--- config.mk ---
export PLATFORM = sky130hd
export DESIGN_NAME = hib_wake_bridge
export DESIGN_NICKNAME = d
export VERILOG_FILES = /design/src/rtl/hib_bridge_pkg.sv /design/src/rtl/hbr_rst_sync.sv /design/src/rtl/hbr_wake_ctrl.sv /design/src/rtl/hbr_settle_timer.sv /design/src/rtl/hbr_conv_gate.sv /design/src/rtl/hib_wake_bridge.sv
export SDC_FILE = /design/constraint.sdc
export NUM_CORES = 1
export LEC_CHECK = 0
export ABC_AREA = 1
export BUFFER_PORTS_ARGS = -buffer_cell sky130_fd_sc_hd__buf_2
export CORE_ASPECT_RATIO = 1.25
export CORE_MARGIN = 2
export CORE_UTILIZATION = 42
export CTS_CLUSTER_DIAMETER = 40
export CTS_CLUSTER_SIZE = 16
export DETAILED_ROUTE_END_ITERATION = 10
export PLACE_DENSITY = 0.83
export SLEW_MARGIN = 20
export SYNTH_ARGS = -nofsm -noshare
export SYNTH_HDL_FRONTEND = slang
export SYNTH_SLANG_ARGS = --single-unit
--- constraint.sdc ---
create_clock -name clk -period 1.45 [get_ports clk]
set_clock_uncertainty 0.1 [all_clocks]
set_input_delay 0.145 -clock clk [delete_from_list [all_inputs] [get_ports clk]]
set_output_delay 0.145 -clock clk [all_outputs]
set_load 0.005 [all_outputs]
--- src/rtl/hib_bridge_pkg.sv ---
package hib_bridge_pkg;
  typedef enum logic [1:0] {
    WS_IDLE = 2'b00,
    WS_WAKE = 2'b01,
    WS_FAIL = 2'b10
  } wake_state_t;

  localparam logic [1:0] MODE_ACTIVE = 2'b01;
  localparam logic [1:0] MODE_HIBER  = 2'b10;
endpackage

--- src/rtl/hbr_rst_sync.sv ---
module hbr_rst_sync #(
  parameter int STAGES = 2
) (
  input  logic clk,
  input  logic rst_n,
  output logic rst_n_sync
);
  logic [STAGES-1:0] sync_q;

  always_ff @(posedge clk or negedge rst_n) begin
    if (!rst_n) sync_q <= '0;
    else        sync_q <= {sync_q[STAGES-2:0], 1'b1};
  end

  assign rst_n_sync = sync_q[STAGES-1];
endmodule

--- src/rtl/hbr_wake_ctrl.sv ---
module hbr_wake_ctrl
  import hib_bridge_pkg::*;
#(
  parameter int TIMEOUT = 64
) (
  input  logic clk,
  input  logic rst_n,
  input  logic acc_pending,
  input  logic sleep_cmd,
  input  logic wake_ack,
  output logic awake,
  output logic waking,
  output logic fail,
  output logic woke,
  output logic pass_ok
);
  localparam int TW = $clog2(TIMEOUT + 1);
  localparam logic [TW-1:0] LAST = TW'(TIMEOUT - 1);

  wake_state_t st_q, st_d;
  logic [TW-1:0] cnt_q, cnt_d;
  logic awake_q, awake_d;
  logic cnt_en;

  always_comb begin
    st_d    = st_q;
    cnt_d   = cnt_q;
    awake_d = awake_q;
    cnt_en  = 1'b0;
    unique case (st_q)
      WS_IDLE: begin
        if (!awake_q && acc_pending) begin
          st_d   = WS_WAKE;
          cnt_d  = '0;
          cnt_en = 1'b1;
        end else if (awake_q && sleep_cmd) begin
          awake_d = 1'b0;
        end
      end
      WS_WAKE: begin
        if (wake_ack) begin
          st_d    = WS_IDLE;
          awake_d = 1'b1;
        end else if (cnt_q == LAST) begin
          st_d = WS_FAIL;
        end else begin
          cnt_d  = cnt_q + 1'b1;
          cnt_en = 1'b1;
        end
      end
      WS_FAIL: st_d = WS_IDLE;
      default: st_d = WS_IDLE;
    endcase
  end

  always_ff @(posedge clk or negedge rst_n) begin
    if (!rst_n) begin
      st_q    <= WS_IDLE;
      awake_q <= 1'b1;
    end else begin
      st_q    <= st_d;
      awake_q <= awake_d;
    end
  end

  always_ff @(posedge clk or negedge rst_n) begin
    if (!rst_n)      cnt_q <= '0;
    else if (cnt_en) cnt_q <= cnt_d;
  end

  assign awake   = awake_q;
  assign waking  = (st_q == WS_WAKE);
  assign fail    = (st_q == WS_FAIL);
  assign woke    = (st_q == WS_WAKE) && wake_ack;
  assign pass_ok = (st_q == WS_IDLE) && awake_q;
endmodule

--- src/rtl/hbr_settle_timer.sv ---
module hbr_settle_timer #(
  parameter int CYCLES = 11000
) (
  input  logic clk,
  input  logic rst_n,
  input  logic load,
  output logic settled
);
  localparam int CW = $clog2(CYCLES + 1);
  localparam logic [CW-1:0] START = CW'(CYCLES);

  logic [CW-1:0] cnt_q, cnt_d;
  logic cnt_en;

  always_comb begin
    cnt_d  = cnt_q;
    cnt_en = 1'b0;
    if (load) begin
      cnt_d  = START;
      cnt_en = 1'b1;
    end else if (cnt_q != '0) begin
      cnt_d  = cnt_q - 1'b1;
      cnt_en = 1'b1;
    end
  end

  always_ff @(posedge clk or negedge rst_n) begin
    if (!rst_n)      cnt_q <= '0;
    else if (cnt_en) cnt_q <= cnt_d;
  end

  assign settled = (cnt_q == '0);
endmodule

--- src/rtl/hbr_conv_gate.sv ---
module hbr_conv_gate (
  input  logic clk,
  input  logic rst_n,
  input  logic start_req,
  input  logic allow,
  output logic start_go,
  output logic early
);
  logic early_q, early_set;

  assign start_go  = start_req && allow;
  assign early_set = start_req && !allow;

  always_ff @(posedge clk or negedge rst_n) begin
    if (!rst_n)         early_q <= 1'b0;
    else if (early_set) early_q <= 1'b1;
  end

  assign early = early_q;
endmodule

--- src/rtl/hib_wake_bridge.sv ---
module hib_wake_bridge
  import hib_bridge_pkg::*;
#(
  parameter int AW           = 8,
  parameter int DW           = 16,
  parameter int MODE_ADDR    = 255,
  parameter int WAKE_TIMEOUT = 64,
  parameter int CLK_MHZ      = 100,
  parameter int SETTLE_NS    = 110000
) (
  input  logic          clk,
  input  logic          rst_n,
  input  logic          req_valid,
  output logic          req_ready,
  input  logic          req_write,
  input  logic [AW-1:0] req_addr,
  input  logic [DW-1:0] req_wdata,
  output logic [DW-1:0] rsp_rdata,
  output logic          rsp_err,
  output logic          per_sel,
  output logic          per_write,
  output logic [AW-1:0] per_addr,
  output logic [DW-1:0] per_wdata,
  input  logic [DW-1:0] per_rdata,
  output logic          wake_req,
  input  logic          wake_ack,
  input  logic          conv_start_req,
  output logic          conv_start_out,
  output logic          conv_early,
  output logic          mode_hib
);
  localparam int SETTLE_CYC = (SETTLE_NS * CLK_MHZ + 999) / 1000;
  localparam logic [AW-1:0] MODE_A = AW'(MODE_ADDR);

  logic rst_n_i;
  logic awake, waking, fail, woke, pass_ok, settled;
  logic is_mode, mode_we, mode_code_ok, sleep_cmd;
  logic [1:0] mode_q, mode_d;

  hbr_rst_sync #(.STAGES(2)) u_rst (
    .clk(clk), .rst_n(rst_n), .rst_n_sync(rst_n_i)
  );

  hbr_wake_ctrl #(.TIMEOUT(WAKE_TIMEOUT)) u_wake (
    .clk(clk), .rst_n(rst_n_i), .acc_pending(req_valid),
    .sleep_cmd(sleep_cmd), .wake_ack(wake_ack), .awake(awake),
    .waking(waking), .fail(fail), .woke(woke), .pass_ok(pass_ok)
  );

  hbr_settle_timer #(.CYCLES(SETTLE_CYC)) u_settle (
    .clk(clk), .rst_n(rst_n_i), .load(woke), .settled(settled)
  );

  hbr_conv_gate u_conv (
    .clk(clk), .rst_n(rst_n_i), .start_req(conv_start_req),
    .allow(awake && settled), .start_go(conv_start_out), .early(conv_early)
  );

  assign is_mode      = (req_addr == MODE_A);
  assign mode_we      = req_valid && pass_ok && req_write && is_mode;
  assign mode_code_ok = (req_wdata[1:0] == MODE_ACTIVE) || (req_wdata[1:0] == MODE_HIBER);
  assign sleep_cmd    = mode_we && (req_wdata[1:0] == MODE_HIBER);

  always_comb begin
    mode_d = mode_q;
    if (mode_we && mode_code_ok) mode_d = req_wdata[1:0];
  end

  always_ff @(posedge clk or negedge rst_n_i) begin
    if (!rst_n_i) mode_q <= MODE_ACTIVE;
    else          mode_q <= mode_d;
  end

  assign req_ready = pass_ok || fail;
  assign rsp_err   = fail;
  assign per_sel   = req_valid && pass_ok && !is_mode;
  assign per_write = req_write;
  assign per_addr  = req_addr;
  assign per_wdata = req_wdata;
  assign rsp_rdata = is_mode ? {{(DW-2){1'b0}}, mode_q} : per_rdata;
  assign wake_req  = waking;
  assign mode_hib  = (mode_q != MODE_ACTIVE);
endmodule

Yosys cells after proc, flatten, opt, wreduce, memory -nomap -nowiden
Cells that the tools add are included.
{"block": "word_totals", "ff_bits": 29, "inputBits": 46, "elab_cells": 71}
{"block": "op_classes", "n_addsub": 2, "eq_ne": 14, "muxes": 21, "reduce_logical": 27}
{"cell": "$mux W14", "n": 2}
{"cell": "$mux W7", "n": 3}
{"cell": "$mux W16", "n": 1}
{"cell": "$logic_not A14 Y1", "n": 1}
{"cell": "$pmux W7 S2", "n": 1}
{"cell": "$reduce_bool A14 Y1", "n": 1}
{"cell": "$sub A14 B1 Y14 const B", "n": 1}
{"cell": "$logic_and A1 B1 Y1", "n": 13}
{"cell": "$eq A8 B8 Y1 const B", "n": 1}
{"cell": "$mux W1", "n": 8}
{"cell": "$ne A2 B1 Y1 const B", "n": 4}
{"cell": "$add A7 B1 Y7 const B", "n": 1}
{"cell": "$eq A7 B6 Y1 const B", "n": 1}
{"cell": "$mux W2", "n": 3}
{"cell": "$ne A2 B2 Y1 const B", "n": 3}
{"cell": "$reduce_and A5 Y1", "n": 1}
{"cell": "$eq A2 B1 Y1 const B", "n": 2}
{"cell": "$eq A2 B2 Y1 const B", "n": 2}
{"cell": "$pmux W1 S2", "n": 2}
{"cell": "$pmux W2 S2", "n": 1}
{"cell": "$reduce_and A2 Y1", "n": 2}
{"cell": "$reduce_and A4 Y1", "n": 1}
{"cell": "$reduce_bool A2 Y1", "n": 2}
{"cell": "$logic_not A1 Y1", "n": 3}
{"cell": "other kinds (3)", "n": 4}

Depth between registers and ports, before layout
Gate-level depths: netlist of run 1.
{"block": "depth", "word_depth": 10, "ltp_mapped": 10, "depth_no_buf": 10}

Hierarchy
From an unflattened synthesis of run 1, not the netlist that was laid out.
{"block": "hier_totals", "cells_unflattened": 298, "area_unflattened_um2": 2230.9}
{"module": "hbr_settle_timer", "instances": 1, "cells_each": 127, "area_each_um2": 934.6}
{"module": "hib_wake_bridge", "instances": 1, "cells_each": 91, "area_each_um2": 609.3}
{"module": "hbr_wake_ctrl", "instances": 1, "cells_each": 70, "area_each_um2": 585.6}
{"module": "hbr_rst_sync", "instances": 1, "cells_each": 3, "area_each_um2": 53.8}
{"module": "hbr_conv_gate", "instances": 1, "cells_each": 7, "area_each_um2": 47.5}

Worst setup path before layout of run 1
Ideal clock, no wire load.
{"block": "synth_timing", "kind": "reg2out", "startpoint": "reg u_settle.cnt_q[0]", "endpoint": "out conv_start_out", "t_arrival_ps": 1168, "required_ps": 1205, "slack_ps": 37, "path_stages_with_launch": 9, "path_buffers": 0, "cell_sequence": "dfrtp_1 > inv_1 > ha_1 > inv_1 > nor2_1 > nand3_1 > inv_1 > nand2_2 > nor3b_2"}
{"block": "synth_via", "elab_chain_len": 3}
{"element": "start, declared", "line_no": "hbr_settle_timer.sv:12", "rtl": "logic [CW-1:0] cnt_q, cnt_d;"}
{"element": "start signal, assigned", "line_no": "hbr_settle_timer.sv:29", "rtl": "else if (cnt_en) cnt_q <= cnt_d;"}
{"element": "$logic_not A14 Y1", "line_no": "hbr_settle_timer.sv:32", "rtl": "assign settled = (cnt_q == '0);"}
{"element": "$logic_and A1 B1 Y1", "line_no": "hib_wake_bridge.sv:56", "rtl": ".allow(awake && settled), .start_go(conv_start_out), .early(conv_early)"}
{"element": "$logic_and A1 B1 Y1", "line_no": "hbr_conv_gate.sv:11", "rtl": "assign start_go = start_req && allow;"}
{"element": "end, declared", "line_no": "hib_wake_bridge.sv:28", "rtl": "output logic conv_start_out,"}
No other way between the ends.

Worst setup path after layout of run 1
{"block": "layout_timing", "startpoint": "reg u_settle.cnt_q[1]", "endpoint": "out conv_start_out"}
Same word-level chain as after synthesis.

==> results of run 1 <==
## what timing repair did
item                                   CTS  global route
setup endpoints to repair               14            27
buffers inserted                         6             8
pin swaps                                5            12
hold buffers                             3             0
endpoints found under the hold margin    4             0
resized for setup                       14            34
## per-stage QoR
step	power (mW)	util (%)	worst slack, ps	hold slack, ps	TNS (ps)
3_5_place_dp	2.15	50.5	-83.4	-166	-352
3_3_place_gp	2.10	50.5	-7.33	-169	-7.33
6_report	3.50	59.8	-280	37.8	-1090
5_1_grt	3.73	59.8	-378	51.8	-3190
4_1_cts	3.33	55.9	-287	36.2	-656
2_1_floorplan	1.71	-	36.7	-251	0
## area by class of cell
type                            instances  area [um2]
Tap cell                               60        75.1
Fill cell                             398        1890
Inverter                               36         144
Clock inverter                          3        65.1
Clock buffer                            5        68.8
Timing Repair Buffer                  103         643
Sequential cell                        29         729
Multi-Input combinational cell        181        1080
## metal layers
layer  up-vias  GRT usage (%)  share of wire, %
li1       1004              -                 -
met3         6           3.56               6.5
met1       907           18.3                38
met4         0           8.16               1.1
met2        84           36.8                54
met5         -              0                 0
## synth_stat cells (all sizes together)
master / instances / area share, %
clkbuf: 2 / 0.37
and3: 1 / 0.31
o21ai: 9 / 2.2
buf: 26 / 9.8
conb: 1 / 0.19
nor3b: 1 / 0.62
nor3: 2 / 0.74
nand3: 26 / 6.7
nor2: 38 / 8.3
o21bai: 1 / 0.37
clkinv: 1 / 0.25
mux2: 1 / 0.56
nand2: 66 / 13
o211ai: 1 / 0.37
inv: 35 / 6.5
nand3b: 1 / 0.37
a21oi: 2 / 0.50
nand4: 3 / 0.93
dfstp: 2 / 2.6
a21boi: 15 / 5.6
and2: 1 / 0.31
ha: 4 / 2.5
or2: 3 / 0.93
xor2: 5 / 2.2
dfrtp: 27 / 33
## power by group through the flow
stage / combinational (mW) / clock, mW / sequential, mW
3_5_place_dp: 1.04 / 0 / 1.11
6_report: 1.38 / 0.990 / 1.13
5_1_grt: 1.53 / 1.05 / 1.15
2_1_floorplan: 0.619 / 0 / 1.09
4_1_cts: 1.21 / 1.01 / 1.11
3_3_place_gp: 1.00 / 0 / 1.10
## cells in the final DEF, fill, tap and decap left out, types with 4 or more instances in the layout
| cell | count |
|---|---|
| inv_2 | 7 |
| nand2_1 | 50 |
| inv_1 | 26 |
| o21ai_0 | 4 |
| nor2_4 | 4 |
| clkbuf_8 | 5 |
| nor2_2 | 10 |
| buf_4 | 30 |
| o21ai_1 | 4 |
| buf_2 | 64 |
| a21boi_0 | 15 |
| nand3_2 | 7 |
| buf_6 | 6 |
| xor2_1 | 5 |
| nand3_1 | 19 |
| nand2_2 | 14 |
| nor2_1 | 24 |
| dfrtp_1 | 26 |
## registers in the layout, summed over array words and instances (netlist names)
signal,flops
u_settle.cnt_q,14
u_wake.awake,1
u_rst.sync_q,2
u_wake.cnt_q,7
u_wake.st_q,2
mode_q,2
u_conv.early,1
## kinds of logic (layout without fill, tap and decap cells)
group / count (synthesis) / after routing / synth area share, %
AO/OA/AOI/OAI: 28 / 28 / 9.04
XOR/XNOR: 5 / 5 / 2.17
adder cells (fa/ha/maj): 4 / 4 / 2.48
buffers and inverters: 64 / 147 / 17.0
flip-flops: 29 / 29 / 36.0
multiplexers: 1 / 1 / 0.557
other: 1 / 1 / 0.186
AND/OR/NAND/NOR: 142 / 142 / 32.6
## worst max path at each step
| stage | startpoint | end | slack [ps] | cells after the start |
|---|---|---|---|---|
| finish | u_settle.cnt_q[1]$_DFFE_PN0P_ | conv_start_out | -280 | 9 |
| global route | u_settle.cnt_q[0]$_DFFE_PN0P_ | conv_start_out | -380 | 9 |
| CTS | u_settle.cnt_q[1]$_DFFE_PN0P_ | conv_start_out | -290 | 9 |
| detailed placement | u_settle.cnt_q[0]$_DFFE_PN0P_ | u_settle.cnt_q[1]$_DFFE_PN0P_ | -80 | 10 |
| global placement | u_settle.cnt_q[0]$_DFFE_PN0P_ | conv_start_out | -7 | 9 |
| floorplan | u_settle.cnt_q[0]$_DFFE_PN0P_ | conv_start_out | 40 | 8 |
## worst max-delay path: cells and delay by family (launching register included)
family,cells,cell delay [ps]
AND/OR/NAND/NOR,4,360
buffers and inverters,4,320
flip-flops,1,390
adder cells (fa/ha/maj),1,140
==> impl_metrics.tcl, run 1 <==
set metrics [dict create \
    cts_max_path_buffers 2 \
    rr_startpoint "u_settle.cnt_q[1]$_DFFE_PN0P_" \
    final_cell_area_um2 2810 \
    die_area_um2 5390 \
    slowest_delay_ps 390 \
    critPathMaxFanout 2 \
    grt_usage_pct 18.5 \
    seqPwrFrac_pct 32.3 \
    cts_made_buffers 5 \
    timing.final.ws_setup_ps -280 \
    arrival_ps 1480 \
    antennaDiodeCount 0 \
    clock_power_share_pct 28.3 \
    fin_cells 417 \
    ys.warnings.count 0 \
    crit_path_frequent_cell "inv_2" \
    worstSkewPairLatency_ps 280 \
    clock.fmax_ghz 0.578 \
    ys_types 35 \
    cts_root_buf "clkbuf_8" \
    grt_max_degree 12 \
    io_buffers 65 \
    dp_hpwl_um 3660 \
    routed_wl_um 4960 \
    endpoint_kind "primary output" \
    clkTransAtPathRegs_ps 70 \
    outcome "complete, but fails checks" \
    worstSetupPathType "flip-flop to primary output" \
    ant_nets 0 \
    dp.cells 392 \
    p_sw_share_pct 33.6 \
    fin_crit_sh_pct 119 \
    ys_ff_latch 29 \
    power_density_nw_per_um2 1250 \
    dpl-instance-area_um2 2370 \
    seq_area_frac_synth_pct 36.0 \
    vias 2001 \
    cap_violations 0 \
    antenna_found_initial 0 \
    synth_fp_nets 324 \
    drive_above_1_share_pct 46.5 \
    syn_area_um2 2020 \
    power_frac_comb_pct 39.4 \
    fp.coreArea_um2 4690 \
    p_int_mw 2.32 \
    r2r-end "u_settle.cnt_q[1]$_DFFE_PN0P_" \
    dr.pass1.iters 4 \
    finalHoldViolCount 0 \
    synthCells 274 \
    hp-start "req_wdata[1]" \
    via_per_inst 4.80 \
    cts.htree.levels 2 \
    drtIter0Drc 75 \
    min_to "mode_q[1]$_DFFE_PN0P_" \
    hold_path_depth 3 \
    wl_per_cell_um 11.9 \
    rows 28 \
    final-setup-viol-count 9 \
    nets 406 \
    reg2reg_depth 13 \
    areaGrowthSynthToFinish_pct 38.9 \
    violations "negative setup slack" \
    pin_count 94 \
    clock_sinks 29 \
    drc_errors 0 \
    rsz0062_at_grt "true" \
    cp.required_ps 1210 \
    globalplace.congestion 0.916 \
    min_path_type "primary input to flip-flop" \
    grt_pass1_wl_um 7640 \
    fin_crit_ps 1730 \
    cts_tree "built" \
    leakagePower_nw 1.44 \
    cp-start-kind "flip-flop" \
    timing.reg2reg.setup_slack_ps -200 \
    globalRouteOverflowTotal 0 \
    vdd_ir_drop_max_mv 0.537 \
    switching_power_mw 1.17 \
    slowest_stage "dfrtp_1" \
    start_util_pct 43.0 \
    fp.dieW_um 66.0 \
    slew_viol_final 0 \
    die_h_um 81.6 \
    syn_avg_cell_area_um2 7.37 \
    path_cells "inv_2 -> ha_4 -> inv_2 -> nor2_4 -> nand3_2 -> inv_2 -> nand2_2 -> nor3b_2 -> buf_2" \
    grt_pass1_vias 1882 \
]
(Power assumes the default switching activity.)
==> run 2: changes to the inputs <==
--- a/config.mk
+++ b/config.mk
@@ -13,7 +13,9 @@
 export CTS_CLUSTER_DIAMETER = 40
 export CTS_CLUSTER_SIZE = 16
 export DETAILED_ROUTE_END_ITERATION = 10
+export MAX_ROUTING_LAYER = met4
 export PLACE_DENSITY = 0.83
+export REMOVE_ABC_BUFFERS = 1
 export SLEW_MARGIN = 20
 export SYNTH_ARGS = -nofsm -noshare
 export SYNTH_HDL_FRONTEND = slang
==> run 2 against run 1 <==
The run still ends with negative setup slack left. Worst setup slack worse by 12 ps. Die area stayed put. Combinational power down 3%. Via count increased by 3.8%. Highest routed layer unchanged. Clock power shrank 31%. First-iteration DRC count shrank 2.7%. Final cell count shrank 0.72%. Utilization fell by 2.7 points. Register-to-register slack about the same. Critical path type unchanged.
==> impl_metrics.tcl, run 2 (synthesis gave the netlist of run 1 again) <==
set metrics [dict create \
    cap_violations 0 \
    fin_crit_sh_pct 120 \
    reg2reg_depth 13 \
    min_to "mode_q[0]$_DFFE_PN1P_" \
    antenna_found_initial 0 \
    rr_startpoint "u_settle.cnt_q[0]$_DFFE_PN0P_" \
    p_int_mw 1.98 \
    outcome "complete, but fails checks" \
    globalplace.congestion 0.886 \
    slowest_stage "dfrtp_1" \
    clkTransAtPathRegs_ps 60 \
    cts_made_buffers 5 \
    areaGrowthSynthToFinish_pct 32.8 \
    grt_usage_pct 22.9 \
    pre_cts_slack_ps -63.2 \
    largest_reg_flops 14 \
    multi_input_area_um2 1040 \
    fill_cells 411 \
    vdd_ir_drop_max_mv 0.850 \
    min_path_type "primary input to flip-flop" \
    path_cells "inv_2 -> ha_4 -> inv_2 -> nor2_2 -> nand3_2 -> inv_2 -> nand2_2 -> nor3b_2 -> buf_2" \
    slew_viol_final 0 \
    cts_tree "built" \
    die_h_um 81.6 \
    fp.coreArea_um2 4690 \
    dp_hpwl_um 3980 \
    finalHoldViolCount 0 \
    global_route.usage.met1_pct 24.0 \
    leakagePower_nw 1.41 \
    cp_num_buf_inv 4 \
    p_sw_share_pct 36.5 \
    clock_sinks 29 \
    power_density_nw_per_um2 1160 \
    grt_pass1_vias 2044 \
    cts.htree.levels 2 \
    final-setup-viol-count 17 \
    drive_above_1_share_pct 44.6 \
    cp.required_ps 1210 \
    rows 28 \
    die_area_um2 5390 \
    clock.fmax_ghz 0.574 \
    slowest_delay_ps 390 \
    worstSkewPairLatency_ps 280 \
    cp-start-kind "flip-flop" \
    cts_root_buf "clkbuf_8" \
    rsz0062_at_grt "true" \
    pin_count 94 \
    grt_use_met2_pct 37.0 \
    antennaDiodeCount 0 \
    start_util_pct 43.0 \
    clock_power_share_pct 21.8 \
    critPathMaxFanout 2 \
    timing.final.ws_setup_ps -292 \
    regArea_um2 728 \
    endpoint_kind "primary output" \
    drc_errors 0 \
    drtIter0Drc 73 \
    holdWs_ps 34.5 \
    via_per_inst 5.02 \
    hp-start "req_wdata[0]" \
    r2r-end "u_settle.cnt_q[1]$_DFFE_PN0P_" \
    power_frac_comb_pct 42.8 \
    grt_max_degree 28 \
    vias 2077 \
    switching_power_mw 1.14 \
    cts_max_path_buffers 2 \
    worstSetupPathType "flip-flop to primary output" \
    io_buffers 65 \
    nets 403 \
    final_cell_mix "65 x buf_2, 53 x nand2_1, 30 x buf_4" \
    ant_nets 0 \
    use_met3_pct 10.1 \
    reg_top3 "u_settle.cnt_q x14, u_wake.cnt_q x7" \
    final_common_cell "buf_2" \
    wl_per_cell_um 13.9 \
    grt_pass1_wl_um 9040 \
    globalRouteOverflowTotal 0 \
    fp.dieW_um 66.0 \
    hold_path_depth 3 \
    timing.reg2reg.setup_slack_ps -200 \
    grt.busiest_layer "met2" \
    critical_path.top_delay_family "flip-flops" \
    fin_crit_ps 1740 \
    routed_wl_um 5770 \
    top_register "u_settle.cnt_q" \
    seqPwrFrac_pct 35.3 \
    dr.pass1.iters 4 \
    crit_path_frequent_cell "inv_2" \
    violations "negative setup slack" \
    arrival_ps 1500 \
]
[run 2: cell count changes in the layout (fill, tap and decap cells not counted), moves of 2 or more]
cell	before	now
o21ai_2	1	3
nand2_1	50	53
ha_4	3	1
inv_2	7	9
nor2_4	4	2
nand2_2	14	12
clkbuf_1	0	2
bufinv_16	2	0
buf_6	6	3
o21ai_1	4	2
[run 2: through the flow]
| step | total power [mW] | setup TNS (ps) | instances | cell area (um2) | utilization (%) |
|---|---|---|---|---|---|
| final | 3.12 | -2020 | 414 | 2680 | 57.1 |
| after detailed placement | 2.12 | -312 | 388 | 2340 | 49.9 |
| after global routing | 3.34 | -3790 | 414 | 2680 | 57.1 |
| after floorplan | 1.64 | 0 | 246 | 1810 | - |
| after CTS | 2.96 | -1840 | 406 | 2550 | 54.4 |
| after global placement | 2.08 | -5.64 | 388 | 2340 | 49.9 |
[run 2: tightest hold or removal path: stages]
cell and delay (ps):
buf_2 100, inv_1 80, o21ai_1 80
[run 2: what timing repair did]
action / CTS / global route
endpoints found under the setup margin: 17 / 27
gates resized for setup: 13 / 24
setup buffers: 8 / 9
pin swaps: 5 / 11
endpoints found under the hold margin: 3 / 0
hold buffers: 2 / 0
[run 2: metal layers]
metal | up-vias | share of wire (%)
met1 | 984 | 38
met3 | 18 | 9.4
li1 | 993 | -
met4 | 0 | 2.8
met5 | - | 0
met2 | 82 | 50
[run 2: worst max-delay path by stage]
stage	cells past startpoint	slack [ps]	endpoint	from
after floorplan	8	40	conv_start_out	u_settle.cnt_q[0]$_DFFE_PN0P_
after global placement	9	-6	conv_start_out	u_settle.cnt_q[0]$_DFFE_PN0P_
after detailed placement	6	-60	rsp_rdata[0]	req_addr[7]
after CTS	9	-340	conv_start_out	u_settle.cnt_q[0]$_DFFE_PN0P_
after global routing	9	-370	conv_start_out	u_settle.cnt_q[1]$_DFFE_PN0P_
final	9	-290	conv_start_out	u_settle.cnt_q[0]$_DFFE_PN0P_
[run 2: cell type report]
cell class | count | share of cell area, %
multi-input combinational | 181 | 38.9
sequential | 29 | 27.1
timing repair buffer | 100 | 22.5
inverter | 36 | 5.27
clock buffer | 8 | 3.36
tap | 60 | 2.80
[run 2: power groups by stage]
| stage | Combinational [mW] | Sequential [mW] | Clock [mW] |
|---|---|---|---|
| finish | 1.34 | 1.10 | 0.682 |
| global route | 1.49 | 1.12 | 0.741 |
| CTS | 1.17 | 1.09 | 0.699 |
| detailed placement | 1.02 | 1.10 | 0 |
| global placement | 0.984 | 1.09 | 0 |
| floorplan | 0.556 | 1.09 | 0 |
==> run 3: changes to the inputs <==
--- a/config.mk
+++ b/config.mk
@@ -5,16 +5,15 @@
 export SDC_FILE = /design/constraint.sdc
 export NUM_CORES = 1
 export LEC_CHECK = 0
-export ABC_AREA = 1
 export BUFFER_PORTS_ARGS = -buffer_cell sky130_fd_sc_hd__buf_2
 export CORE_ASPECT_RATIO = 1.25
 export CORE_MARGIN = 2
-export CORE_UTILIZATION = 42
+export CORE_UTILIZATION = 41
 export CTS_CLUSTER_DIAMETER = 40
 export CTS_CLUSTER_SIZE = 16
 export DETAILED_ROUTE_END_ITERATION = 10
 export MAX_ROUTING_LAYER = met4
-export PLACE_DENSITY = 0.83
+export PLACE_DENSITY = 0.84
 export REMOVE_ABC_BUFFERS = 1
 export SLEW_MARGIN = 20
 export SYNTH_ARGS = -nofsm -noshare
==> run 3 against run 2 <==
Maximum frequency down 29%. Hold slack worse by 17 ps. Synthesized cell count fell by 28%. Combinational power up 66%. Sequential cell count unchanged. The run still ends with negative setup slack left. First-iteration DRC count rose by 93%. Utilization is 19 points higher.
==> impl_metrics.tcl, run 3 <==
set metrics [dict create \
    drtIter0Drc 141 \
    via_per_inst 6.06 \
    reg_top3 "u_settle.cnt_q x14, u_wake.cnt_q x7" \
    vdd_ir_drop_max_mv 1.10 \
    power_frac_comb_pct 54.1 \
    cap_violations 0 \
    seq_area_frac_synth_pct 40.4 \
    p_int_mw 2.54 \
    cts_max_path_buffers 2 \
    switching_power_mw 1.56 \
    grt_max_degree 28 \
    top_register "u_settle.cnt_q" \
    cts_root_buf "clkbuf_8" \
    dp.cells 338 \
    die_area_um2 4940 \
    outcome "complete, but fails checks" \
    violations "negative setup slack" \
    rsz0062_at_grt "true" \
    dp_hpwl_um 4030 \
    nets 362 \
    ys_ff_latch 29 \
    synth_top_area_cell "dfrtp_1" \
    synth.most_common_cell "dfrtp_1" \
    wl_per_cell_um 23.6 \
    start_util_pct 43.3 \
    clock.fmax_ghz 0.405 \
    grt_usage_pct 32.5 \
    final_cell_mix "56 x buf_2, 45 x buf_4, 35 x buf_6" \
    largest_reg_flops 14 \
    async_reset_ff_share_pct 100 \
    clock_power_share_pct 19.4 \
    synth_edf_count 0 \
    worstSkewPairLatency_ps 300 \
    fin_cells 369 \
    finalHoldViolCount 0 \
    fp.coreArea_um2 4160 \
    hold_path_depth 2 \
    ys_types 47 \
    vias 2237 \
    reg2reg_depth 13 \
    synth_area_leaders "dfrtp_1 38%, buf_4 10%, nor2b_1 5.6%, dfstp_2 2.9%, ha_1 2.8%" \
    final_core_util_pct 76.2 \
    globalRouteOverflowTotal 0 \
    p_sw_share_pct 38.0 \
    fin_crit_sh_pct 170 \
    syn_avg_cell_area_um2 9.19 \
    arrival_ps 2550 \
    setup-tns-final_ps -15910 \
    synthTopCellsByCount "27 x dfrtp_1, 25 x buf_4, 16 x nor2b_1, 13 x nor2_1, 11 x nand2_1" \
    fp.dieW_um 63.3 \
    worstSetupPathType "flip-flop to flip-flop" \
    power_density_nw_per_um2 1290 \
    rows 26 \
    grt_pass1_vias 2274 \
    cts.htree.levels 2 \
    pin_count 94 \
    areaGrowthSynthToFinish_pct 76.2 \
    final-setup-viol-count 30 \
    dr.pass1.iters 8 \
    syn_area_um2 1800 \
    leakagePower_nw 1.49 \
    routed_wl_um 8720 \
    die_h_um 78.1 \
    slowest_delay_ps 430 \
    clkTransAtPathRegs_ps 70 \
    clock_sinks 29 \
    synthCells 196 \
    seqPwrFrac_pct 26.5 \
    grt_pass1_wl_um 11700 \
    min_path_type "primary input to flip-flop" \
    critPathMaxFanout 2 \
    ys.warnings.count 0 \
    fin_crit_ps 2470 \
    ant_nets 0 \
    globalplace.congestion 0.809 \
    cp.required_ps 1540 \
    slew_viol_final 0 \
    drive_above_1_share_pct 66.5 \
    drc_errors 0 \
    synth_top_flop_cell "dfrtp_1" \
    antennaDiodeCount 0 \
    io_buffers 65 \
    timing.final.ws_setup_ps -1020 \
    synth_top_area_share_pct 37.5 \
    cp-start-kind "flip-flop" \
    slowest_stage "dfrtp_1" \
    cts_tree "built" \
    path_cells "inv_2 -> buf_4 -> buf_4 -> buf_6 -> buf_6 -> buf_6 -> buf_6 -> ha_4 -> nor3b_4 -> buf_4 -> nand4_1 -> buf_4 -> a31o_2" \
    final_common_cell "buf_2" \
    cts_made_buffers 5 \
    antenna_found_initial 0 \
    endpoint_kind "flip-flop" \
]
## run 3: cell count changes after synthesis, moves of 5 or more
| cell | previous run | this run |
|---|---|---|
| a21boi_0 | 15 | 0 |
| nor3_1 | 1 | 6 |
| nor2_1 | 30 | 13 |
| nor4_1 | 0 | 5 |
| nand2_2 | 6 | 0 |
| nor2_2 | 7 | 0 |
| nand3_1 | 25 | 5 |
| nor2b_1 | 0 | 16 |
| nand2_1 | 59 | 11 |
| inv_1 | 31 | 9 |
## run 3: layout make-up
cell class,count,area [um2]
Inverter,9,33.8
Tap cell,56,70.1
Clock inverter,1,5.00
Timing Repair Buffer,138,1030
Multi-Input combinational cell,129,1210
Clock buffer,7,96.3
Sequential cell,29,729
Fill cell,260,990
## run 3: worst max-delay path: cells and delay by family, from the launching register on
kind                     cells  cell delay [ps]
flip-flops                   1              430
buffers and inverters        9             1020
AO/OA/AOI/OAI                1              230
AND/OR/NAND/NOR              2              440
adder cells (fa/ha/maj)      1              130
## run 3: logic make-up after synthesis
| kind of cell | synth area share (%) |
|---|---|
| flops | 40.4 |
| xor+xnor | 0.972 |
| buf+inv | 13.1 |
| other cells | 0.208 |
| compound gates | 11.4 |
| fa+ha+maj | 2.78 |
| mux | 3.61 |
| simple gates | 27.5 |
## run 3: final timing paths
path	startpoint	to	slack, ps
worst max-delay path	u_settle.cnt_q[1]$_DFFE_PN0P_	u_settle.cnt_q[12]$_DFFE_PN0P_	-1020
worst min-delay path	req_wdata[1]	mode_q[1]$_DFFE_PN0P_	20
worst max register to register	u_settle.cnt_q[1]$_DFFE_PN0P_	u_settle.cnt_q[12]$_DFFE_PN0P_	-1020
worst min register to register	u_rst.sync_q[1]$_DFF_PN0_	u_settle.cnt_q[0]$_DFFE_PN0P_	140
max in group asynchronous	u_rst.sync_q[1]$_DFF_PN0_	mode_q[0]$_DFFE_PN1P_	800
min in group asynchronous	rst_n	u_rst.sync_q[0]$_DFF_PN0_	70
## run 3: power by group through the flow
stage	Combinational [mW]	Clock, mW	Sequential, mW
finish	2.22	0.795	1.09
global route	2.32	0.828	1.10
CTS	1.73	0.759	1.06
detailed placement	1.19	0	1.06
global placement	1.15	0	1.05
floorplan	0.437	0	1.14
## run 3: repair_timing
action | 4_1_cts | 5_1_grt
setup buffers | 17 | 12
endpoints found under the setup margin | 33 | 48
hold endpoints to repair | 3 | 0
hold buffers | 2 | 0
pin swaps | 19 | 19
resized for setup | 79 | 44
## run 3: per-stage QoR
stage                     total power [mW]  setup WS, ps  area (um2)  hold WS, ps
after floorplan                       1.57          -668        1600         -251
after global placement                2.20          -647        2370         -169
after detailed placement              2.25          -694        2370         -169
after CTS                             3.54          -834        2950         19.2
after global routing                  4.24         -1060        3170         22.9
final                                 4.10         -1020        3170         17.4
## run 3: metal layers
layer | track usage [%] | vias up | wire length (um)
li1 | - | 911 | -
met4 | 22.8 | 0 | 786
met2 | 57.9 | 165 | 4500
met1 | 29.8 | 1091 | 2870
met3 | 9.03 | 70 | 568
met5 | - | - | 0
